## config.mk

```make
export PLATFORM = sky130hd
export DESIGN_NAME = gray_pwm_sink
export DESIGN_NICKNAME = d
export VERILOG_FILES = /design/src/rtl/gpwm_pkg.sv /design/src/rtl/gpwm_edge_sync.sv /design/src/rtl/gpwm_sequencer.sv /design/src/rtl/gpwm_channel.sv /design/src/rtl/gray_pwm_sink.sv
export SDC_FILE = /design/constraint.sdc
export NUM_CORES = 1
export LEC_CHECK = 0
export BUFFER_PORTS_ARGS = -buffer_cell sky130_fd_sc_hd__buf_4
export CAP_MARGIN = 20
export CORE_ASPECT_RATIO = 2
export CORE_MARGIN = 2
export CORE_UTILIZATION = 53
export CTS_CLUSTER_DIAMETER = 200
export DETAILED_ROUTE_END_ITERATION = 8
export PLACE_DENSITY = 0.8
export SYNTH_ARGS = -nofsm -noshare
export SYNTH_HDL_FRONTEND = slang
export SYNTH_HIERARCHICAL = 1
export SYNTH_SLANG_ARGS = --single-unit
export TNS_END_PERCENT = 50
```

## constraint.sdc

```tcl
create_clock -name clk -period 3.1 [get_ports clk]
set_input_delay 0.93 -clock clk [delete_from_list [all_inputs] [get_ports clk]]
set_output_delay 0.93 -clock clk [all_outputs]
set_load 0.005 [all_outputs]
```

## src/rtl/gpwm_pkg.sv

```systemverilog
package gpwm_pkg;

   // Phases of one dimming period
   typedef enum logic [2:0] {
      PH_IDLE  = 3'd0,   // blanked or waiting for release
      PH_ARM   = 3'd1,   // released, waiting for a grayscale rising edge
      PH_WAITF = 3'd2,   // rising edge seen, waiting for the starting fall
      PH_RUN   = 3'd3,   // counting falls, channels may be active
      PH_DONE  = 3'd4    // count exhausted, all channels dark
   } phase_t;

endpackage

```

## src/rtl/gpwm_edge_sync.sv

```systemverilog
module gpwm_edge_sync #(
   parameter int STAGES = 2
) (
   input  logic clk,
   input  logic rst_n,
   input  logic d_i,
   output logic lvl_o,
   output logic rise_o,
   output logic fall_o
);

   logic sampled;
   logic prev_q;

   generate
      if (STAGES < 0 || STAGES > 4) begin : g_bad_stages
         $error("gpwm_edge_sync: STAGES must be 0..4");
      end

      if (STAGES == 0) begin : g_direct
         assign sampled = d_i;
      end else begin : g_chain
         logic [STAGES-1:0] chain_q;
         always_ff @(posedge clk or negedge rst_n) begin
            if (!rst_n) begin
               chain_q <= '0;
            end else begin
               chain_q[0] <= d_i;
               for (int k = 1; k < STAGES; k++) begin
                  chain_q[k] <= chain_q[k-1];
               end
            end
         end
         assign sampled = chain_q[STAGES-1];
      end
   endgenerate

   always_ff @(posedge clk or negedge rst_n) begin
      if (!rst_n) prev_q <= 1'b0;
      else        prev_q <= sampled;
   end

   assign lvl_o  = sampled;
   assign rise_o = sampled & ~prev_q;
   assign fall_o = ~sampled & prev_q;

endmodule

```

## src/rtl/gpwm_sequencer.sv

```systemverilog
module gpwm_sequencer
   import gpwm_pkg::*;
#(
   parameter int W = 10
) (
   input  logic         clk,
   input  logic         rst_n,
   input  logic         blank_lvl_i,
   input  logic         blank_fall_i,
   input  logic         gs_rise_i,
   input  logic         gs_fall_i,
   output logic         run_o,
   output logic [W-1:0] cnt_o
);

   localparam logic [W-1:0] LAST_STEP = {{(W-1){1'b1}}, 1'b0};

   phase_t       phase_q;
   logic [W-1:0] cnt_q;

   generate
      if (W < 2) begin : g_bad_width
         $error("gpwm_sequencer: W must be at least 2");
      end
   endgenerate

   always_ff @(posedge clk or negedge rst_n) begin
      if (!rst_n) begin
         phase_q <= PH_IDLE;
         cnt_q   <= '0;
      end else if (blank_lvl_i) begin
         phase_q <= PH_IDLE;
         cnt_q   <= '0;
      end else begin
         unique case (phase_q)
            PH_IDLE:  if (blank_fall_i) phase_q <= PH_ARM;
            PH_ARM:   if (gs_rise_i)    phase_q <= PH_WAITF;
            PH_WAITF: if (gs_fall_i) begin
                         phase_q <= PH_RUN;
                         cnt_q   <= '0;
                      end
            PH_RUN:   if (gs_fall_i) begin
                         cnt_q <= cnt_q + 1'b1;
                         if (cnt_q == LAST_STEP) phase_q <= PH_DONE;
                      end
            PH_DONE:  phase_q <= PH_DONE;
            default:  phase_q <= PH_IDLE;
         endcase
      end
   end

   assign run_o = (phase_q == PH_RUN);
   assign cnt_o = cnt_q;


   blank_clear_chk: assert property (@(posedge clk) disable iff (!rst_n)
      blank_lvl_i |=> (cnt_q == '0 && !run_o));


   done_hold_chk: assert property (@(posedge clk) disable iff (!rst_n)
      (phase_q == PH_DONE && !blank_lvl_i) |=> (phase_q == PH_DONE));


   count_step_chk: assert property (@(posedge clk) disable iff (!rst_n)
      (run_o && gs_fall_i && !blank_lvl_i) |=> (cnt_q == $past(cnt_q) + 1'b1));


   count_hold_chk: assert property (@(posedge clk) disable iff (!rst_n)
      (run_o && !gs_fall_i && !blank_lvl_i) |=> $stable(cnt_q));


   start_on_fall_chk: assert property (@(posedge clk) disable iff (!rst_n)
      $rose(run_o) |-> $past(gs_fall_i));

endmodule

```

## src/rtl/gpwm_channel.sv

```systemverilog
module gpwm_channel #(
   parameter int W = 10
) (
   input  logic         clk,
   input  logic         rst_n,
   input  logic         load_i,
   input  logic [W-1:0] level_i,
   input  logic         run_i,
   input  logic [W-1:0] cnt_i,
   output logic         en_o
);

   logic [W-1:0] level_q;

   always_ff @(posedge clk or negedge rst_n) begin
      if (!rst_n)      level_q <= '0;
      else if (load_i) level_q <= level_i;
   end

   // active from the starting fall until the count meets the level
   assign en_o = run_i && (cnt_i < level_q);


   level_hold_chk: assert property (@(posedge clk) disable iff (!rst_n)
      !load_i |=> $stable(level_q));


   level_take_chk: assert property (@(posedge clk) disable iff (!rst_n)
      load_i |=> (level_q == $past(level_i)));

endmodule

```

## src/rtl/gray_pwm_sink.sv

```systemverilog
module gray_pwm_sink #(
   parameter int CH          = 16,
   parameter int W           = 10,
   parameter int SYNC_STAGES = 2
) (
   input  logic            clk,
   input  logic            rst_n,
   input  logic            blank_i,
   input  logic            gclk_a_i,
   input  logic            gclk_b_i,
   input  logic            gclk_sel_i,
   input  logic            pol_i,
   input  logic            load_i,
   input  logic [CH*W-1:0] data_i,
   output logic [CH-1:0]   sink_o
);

   localparam int DW = CH * W;

   logic          gs_raw;
   logic          gs_lvl, gs_rise, gs_fall;
   logic          blank_lvl, blank_rise, blank_fall;
   logic          run;
   logic [W-1:0]  cnt;
   logic [CH-1:0] en;
   logic [DW-1:0] data_w;

   generate
      if (CH < 1 || CH > 64) begin : g_bad_ch
         $error("gray_pwm_sink: CH must be 1..64");
      end
   endgenerate

   assign data_w = data_i;
   assign gs_raw = gclk_sel_i ? gclk_b_i : gclk_a_i;

   gpwm_edge_sync #(.STAGES(SYNC_STAGES)) u_gs_sync (
      .clk    (clk),
      .rst_n  (rst_n),
      .d_i    (gs_raw),
      .lvl_o  (gs_lvl),
      .rise_o (gs_rise),
      .fall_o (gs_fall)
   );

   gpwm_edge_sync #(.STAGES(SYNC_STAGES)) u_blank_sync (
      .clk    (clk),
      .rst_n  (rst_n),
      .d_i    (blank_i),
      .lvl_o  (blank_lvl),
      .rise_o (blank_rise),
      .fall_o (blank_fall)
   );

   gpwm_sequencer #(.W(W)) u_seq (
      .clk          (clk),
      .rst_n        (rst_n),
      .blank_lvl_i  (blank_lvl),
      .blank_fall_i (blank_fall),
      .gs_rise_i    (gs_rise),
      .gs_fall_i    (gs_fall),
      .run_o        (run),
      .cnt_o        (cnt)
   );

   generate
      for (genvar k = 0; k < CH; k++) begin : g_chan
         gpwm_channel #(.W(W)) u_chan (
            .clk     (clk),
            .rst_n   (rst_n),
            .load_i  (load_i),
            .level_i (data_w[k*W +: W]),
            .run_i   (run),
            .cnt_i   (cnt),
            .en_o    (en[k])
         );
      end
   endgenerate

   assign sink_o = pol_i ? en : ~en;


   idle_level_chk: assert property (@(posedge clk) disable iff (!rst_n)
      !run |-> (sink_o == {CH{~pol_i}}));


   blank_dark_chk: assert property (@(posedge clk) disable iff (!rst_n)
      (blank_rise || blank_lvl) |=> (en == '0));


   off_only_on_fall_chk: assert property (@(posedge clk) disable iff (!rst_n)
      (run && $past(run) && !gs_lvl && !$past(gs_fall) && !load_i && !$past(load_i))
         |-> (($past(en) & ~en) == '0));

endmodule

```

After elaboration in Yosys (flattened, before gate mapping)
Index checks and enable logic that the tools add are counted.
{"block": "classes", "n_addsub": 1, "magnitude_cmp": 16, "eq_ne": 10, "muxes": 13, "n_bitwise": 7, "n_reduce_logical": 20}
{"cell": "10-bit less-than comparator", "n": 16}
{"cell": "10-bit two-way mux", "n": 3}
{"cell": "10-bit one-hot mux with 2 select lines", "n": 1}
{"cell": "3-bit two-way mux", "n": 6}
{"cell": "1-bit logical AND", "n": 16}
{"cell": "16-bit two-way mux", "n": 1}
{"cell": "16-bit inverter", "n": 1}
{"cell": "3-bit inequality test, second input constant", "n": 5}
{"cell": "3-bit one-hot mux with 5 select lines", "n": 1}
{"cell": "10-bit by 1-bit adder with 10-bit output, second input constant", "n": 1}
{"cell": "10-bit == test, second input constant", "n": 1}
{"cell": "3-bit by 2-bit == test with 1-bit output, second input constant", "n": 2}
{"cell": "5-bit AND reduction", "n": 1}
{"cell": "1-bit AND", "n": 3}
{"cell": "3-bit by 1-bit == test with 1-bit output, second input constant", "n": 1}
{"cell": "3-bit == test, second input constant", "n": 1}
{"cell": "3-bit zero test", "n": 1}
{"cell": "1-bit inverter", "n": 3}
{"cell": "3-bit AND reduction", "n": 1}
{"cell": "3-bit nonzero test", "n": 1}
{"cell": "1-bit two-way mux", "n": 1}
{"block": "word_totals", "ff_bits": 179, "input_bits": 168}

Logic depth before layout (Yosys ltp)
{"block": "depth", "word_depth": 5, "mapped_depth": 7, "depth_no_buf": 7}

By module
The synthesis kept the hierarchy.
{"module": "gpwm_channel", "n_inst": 16, "cells_per_inst": 63, "area_per_inst_um2": 576.8}
{"module": "gpwm_sequencer", "n_inst": 1, "cells_per_inst": 82, "area_per_inst_um2": 754.5}
{"module": "gray_pwm_sink", "n_inst": 1, "cells_per_inst": 19, "area_per_inst_um2": 182.7}
{"module": "gpwm_edge_sync", "n_inst": 2, "cells_per_inst": 5, "area_per_inst_um2": 90.1}

Worst setup path after synthesis
OpenSTA, ideal clock, no wires.
{"block": "synth_path", "path_type": "flip-flop to output port", "from": "register u_seq.cnt_q[7] (netlist: u_seq/cnt_o[7])", "to": "output port sink_o[0]", "t_arrival_ps": 1618, "path_slack_ps": 552, "path_stages_with_launch": 6, "n_path_buf": 0, "path_cell_list": "dfrtp_1 ha_1 a211oi_1 nor2_1 nor3_1 xnor2_1"}
{"block": "synth_between", "elab_chain_cells": 4}
{"item": "start, declared", "line": "gpwm_sequencer.sv:19", "text": "logic [W-1:0] cnt_q;"}
{"item": "start signal, assigned", "line": "gpwm_sequencer.sv:43", "text": "cnt_q <= cnt_q + 1'b1;"}
{"item": "10-bit less-than comparator *", "line": "gpwm_channel.sv:21", "text": "assign en_o = run_i && (cnt_i < level_q);"}
{"item": "1-bit logical AND *", "line": "gpwm_channel.sv:21"}
{"item": "net en[0]", "line": "gray_pwm_sink.sv:25", "text": "logic [CH-1:0] en;"}
{"item": "16-bit inverter", "line": "gray_pwm_sink.sv:80", "text": "assign sink_o = pol_i ? en : ~en;"}
{"item": "16-bit two-way mux *", "line": "gray_pwm_sink.sv:80"}
{"item": "end, declared", "line": "gray_pwm_sink.sv:15", "text": "output logic [CH-1:0] sink_o"}
The timed path passes the listed nets; every way through them passes the cells marked *.

Final worst setup path
{"block": "layout_path", "from": "register u_seq.cnt_q[4] (netlist: u_seq/cnt_o[4])", "to": "output port sink_o[14]"}
Same word-level chain as after synthesis.

==> out/summary.txt <==
run status -> complete, but fails checks
failing checks -> negative setup slack
met2 WL -> 15,000 um
fin crit period -> 3.24 ns
row count -> 72
CTS root buffer -> clkbuf_16
Clock Sinks -> 179
I/O Buffers -> 183
Setup Crit Path Kind -> flop to output port
CP cell instances -> buf_12 -> ha_1 -> nand4_1 -> o311ai_2 -> nor3_2 -> xnor2_1 -> buf_4
Worst EP arrival -> 2.31 ns
largest net degree at the start of global routing -> 83
class of the worst hold path -> flop to flop
NetSw -> 1580 uW
share of cells above drive strength 1 -> 25.7%
final instance area -> 0.0134 mm^2
Fin Clk Skew -> 0.00998 ns
CTS Buf Count -> 17
Syn-to-layout area delta -> 29.6%
Pwr Density -> 422 mW/mm^2
Max-Cap Viols -> 0
worst slew margin relative to its limit -> 61.3%
slowest stage delay, CP -> 0.46 ns
Slew @ Worst Pin -> 0.581 ns
Crit path buffers/inverters -> 2
area of the die -> 0.0207 mm^2
drt first pass iters -> 5
number of global-route vias before repair -> 9,231
worst-skew pair later-pin latency -> 0.44 ns
setup TNS -> -1.25 ns
GRT Total Usage -> 27.4%
period utilization -> 105%
design internal power -> 4070 uW
H-Tree Depth -> 4
Worst Slack Setup Final -> -0.142 ns
CP required -> 2.17 ns
worst IR drop on VDD -> 0.355 mV
Slew Limit Fails -> 0
Final ANT Viol Nets -> 0
synth warn -> 6
mean area per synthesized cell -> 9.25 um^2
global-route wire length before repair -> 43,600 um
die width -> 103 um
worst hold slack -> 0.354 ns
CP max FO -> 8
synthesized instance count -> 1,118
RePlAce Congestion -> 0.863
Iter 0 DRT Violations -> 472
Fin. Hold Viols -> 0
Pleak -> 0.00669 uW
wl on met1 -> 10,200 um
Boundary Pins -> 184
Slowest cell on crit path -> dfrtp_2
Die H -> 202 um
final core utilization -> 69.5%
highest routed layer -> met4
met3 wire length -> 1650 um
Sw Ratio -> 27.9%
sequential share of power -> 45.9%
startpoint types -> flop
fillers -> 1,462
GRT overflow -> 0
Clock Pin Slew Worst Setup and Hold Paths -> 0.07 ns
Nets -> 1,644
syn_nets -> 1,432
DP Area -> 0.0122 mm^2
final wirelength -> 28,900 um
Routed wire per std cell -> 18.0 um
crit path capture type -> output port
Clock power frac -> 38.1%
Synth Cell Area -> 0.0103 mm^2
Crit path max-delay family -> flip-flops
DRC viols -> 0
Core Area -> 0.0193 mm^2
Max Fclk -> 0.308 GHz
antenna violations before repair -> 1
combinational group share of total power -> 16.0%
CTS tree -> built
Final Setup Violations -> 15
Initial Utilization -> 53.6%
Bufs on Longest Clock Path -> 2
DP HPWL -> 20,200 um
via count -> 9,030
detailed-route vias per instance -> 5.63
total power -> 5650 uW
unrepaired setup endpoints after global routing -> true
timing repair:
action / in CTS / in global routing
setup buffers: 3 / 3
endpoints found under the hold margin: 0 / 0
gates resized for setup: 29 / 44
cloned: 0 / 2
hold buffers: 0 / 0
endpoints found under the setup margin: 16 / 16
pin swaps: 22 / 41
sequential cells by signal (all words and copies together), names as in the netlist:
signal and cells:
g_chan.u_chan/level_q 160, u_blank_sync/g_chain.chain_q 2, u_blank_sync/prev_q 1, u_gs_sync/g_chain.chain_q 2, u_gs_sync/prev_q 1, u_seq/cnt_o 10
u_seq/phase_q 3
power by group through the flow:
stage	Clock, uW	Combinational (uW)	Sequential [uW]
after floorplan	0	451	2610
after global placement	0	804	2630
after detailed placement	0	840	2640
after CTS	2180	859	2590
after global routing	2270	1010	2610
final	2160	903	2590
final cells by class:
| class | count | area, um^2 | area share (%) |
|---|---|---|---|
| multi-input combinational | 738 | 5500 | 41.0 |
| sequential | 179 | 4480 | 33.4 |
| timing repair buffer | 229 | 1890 | 14.1 |
| inverter | 165 | 619 | 4.62 |
| clock buffer | 17 | 425 | 3.17 |
| tap | 259 | 324 | 2.42 |
| clock inverter | 15 | 158 | 1.18 |
| antenna | 1 | 2.50 | 0.0187 |
metal layers:
metal | up-vias | track usage, %
met4 | 0 | 16.4
met2 | 403 | 47.8
li1 | 4256 | -
met3 | 132 | 4.13
met5 | - | 0
met1 | 4239 | 30.6
final timing paths:
check	from	to	slack, ns	depth (start not counted)
min in group asynchronous	rst_n	g_chan[15].u_chan/level_q[1]$_DFFE_PN0P_	0.45	1
setup reg to reg	u_seq/cnt_o[4]$_DFFE_PN0P_	u_seq/cnt_o[8]$_DFFE_PN0P_	1.29	7
hold / removal	u_gs_sync/g_chain.chain_q[0]$_DFF_PN0_	u_gs_sync/g_chain.chain_q[1]$_DFF_PN0_	0.35	0
setup / recovery	u_seq/cnt_o[4]$_DFFE_PN0P_	sink_o[14]	-0.14	7
hold reg to reg	u_gs_sync/g_chain.chain_q[0]$_DFF_PN0_	u_gs_sync/g_chain.chain_q[1]$_DFF_PN0_	0.35	0
max in group asynchronous	rst_n	g_chan[12].u_chan/level_q[8]$_DFFE_PN0P_	1.89	2
metrics by stage:
step                instances  worst slack, ns
floorplan                1118            0.552
global placement         1562            0.276
detailed placement       1562            0.244
CTS                      1597           -0.117
global route             1603           -0.256
finish                   1603           -0.142
worst register-to-register path, stage by stage (launching register included):
cell	delay, ns
dfrtp_2	0.43
buf_12	0.17
buf_2	0.19
buf_4	0.14
and4_1	0.28
nand4_1	0.14
or3_1	0.32
o21ai_1	0.07
placed cells by master, fill, tap and decap left out, types with 5 or more instances in the layout:
cell type / n
nor2_1: 20
dfrtp_1: 176
buf_4: 210
o311ai_2: 15
clkbuf_16: 19
mux2_2: 17
nand3_1: 18
ha_4: 19
inv_1: 165
a21o_1: 16
nand2b_1: 17
xnor2_1: 14
nor3_2: 14
ha_1: 127
nand4_1: 36
inv_6: 7
a211oi_1: 13
a21oi_1: 51
o21ai_0: 171
nand2_1: 151
buf_6: 5
buf_12: 8
(Power assumes the default switching activity.)
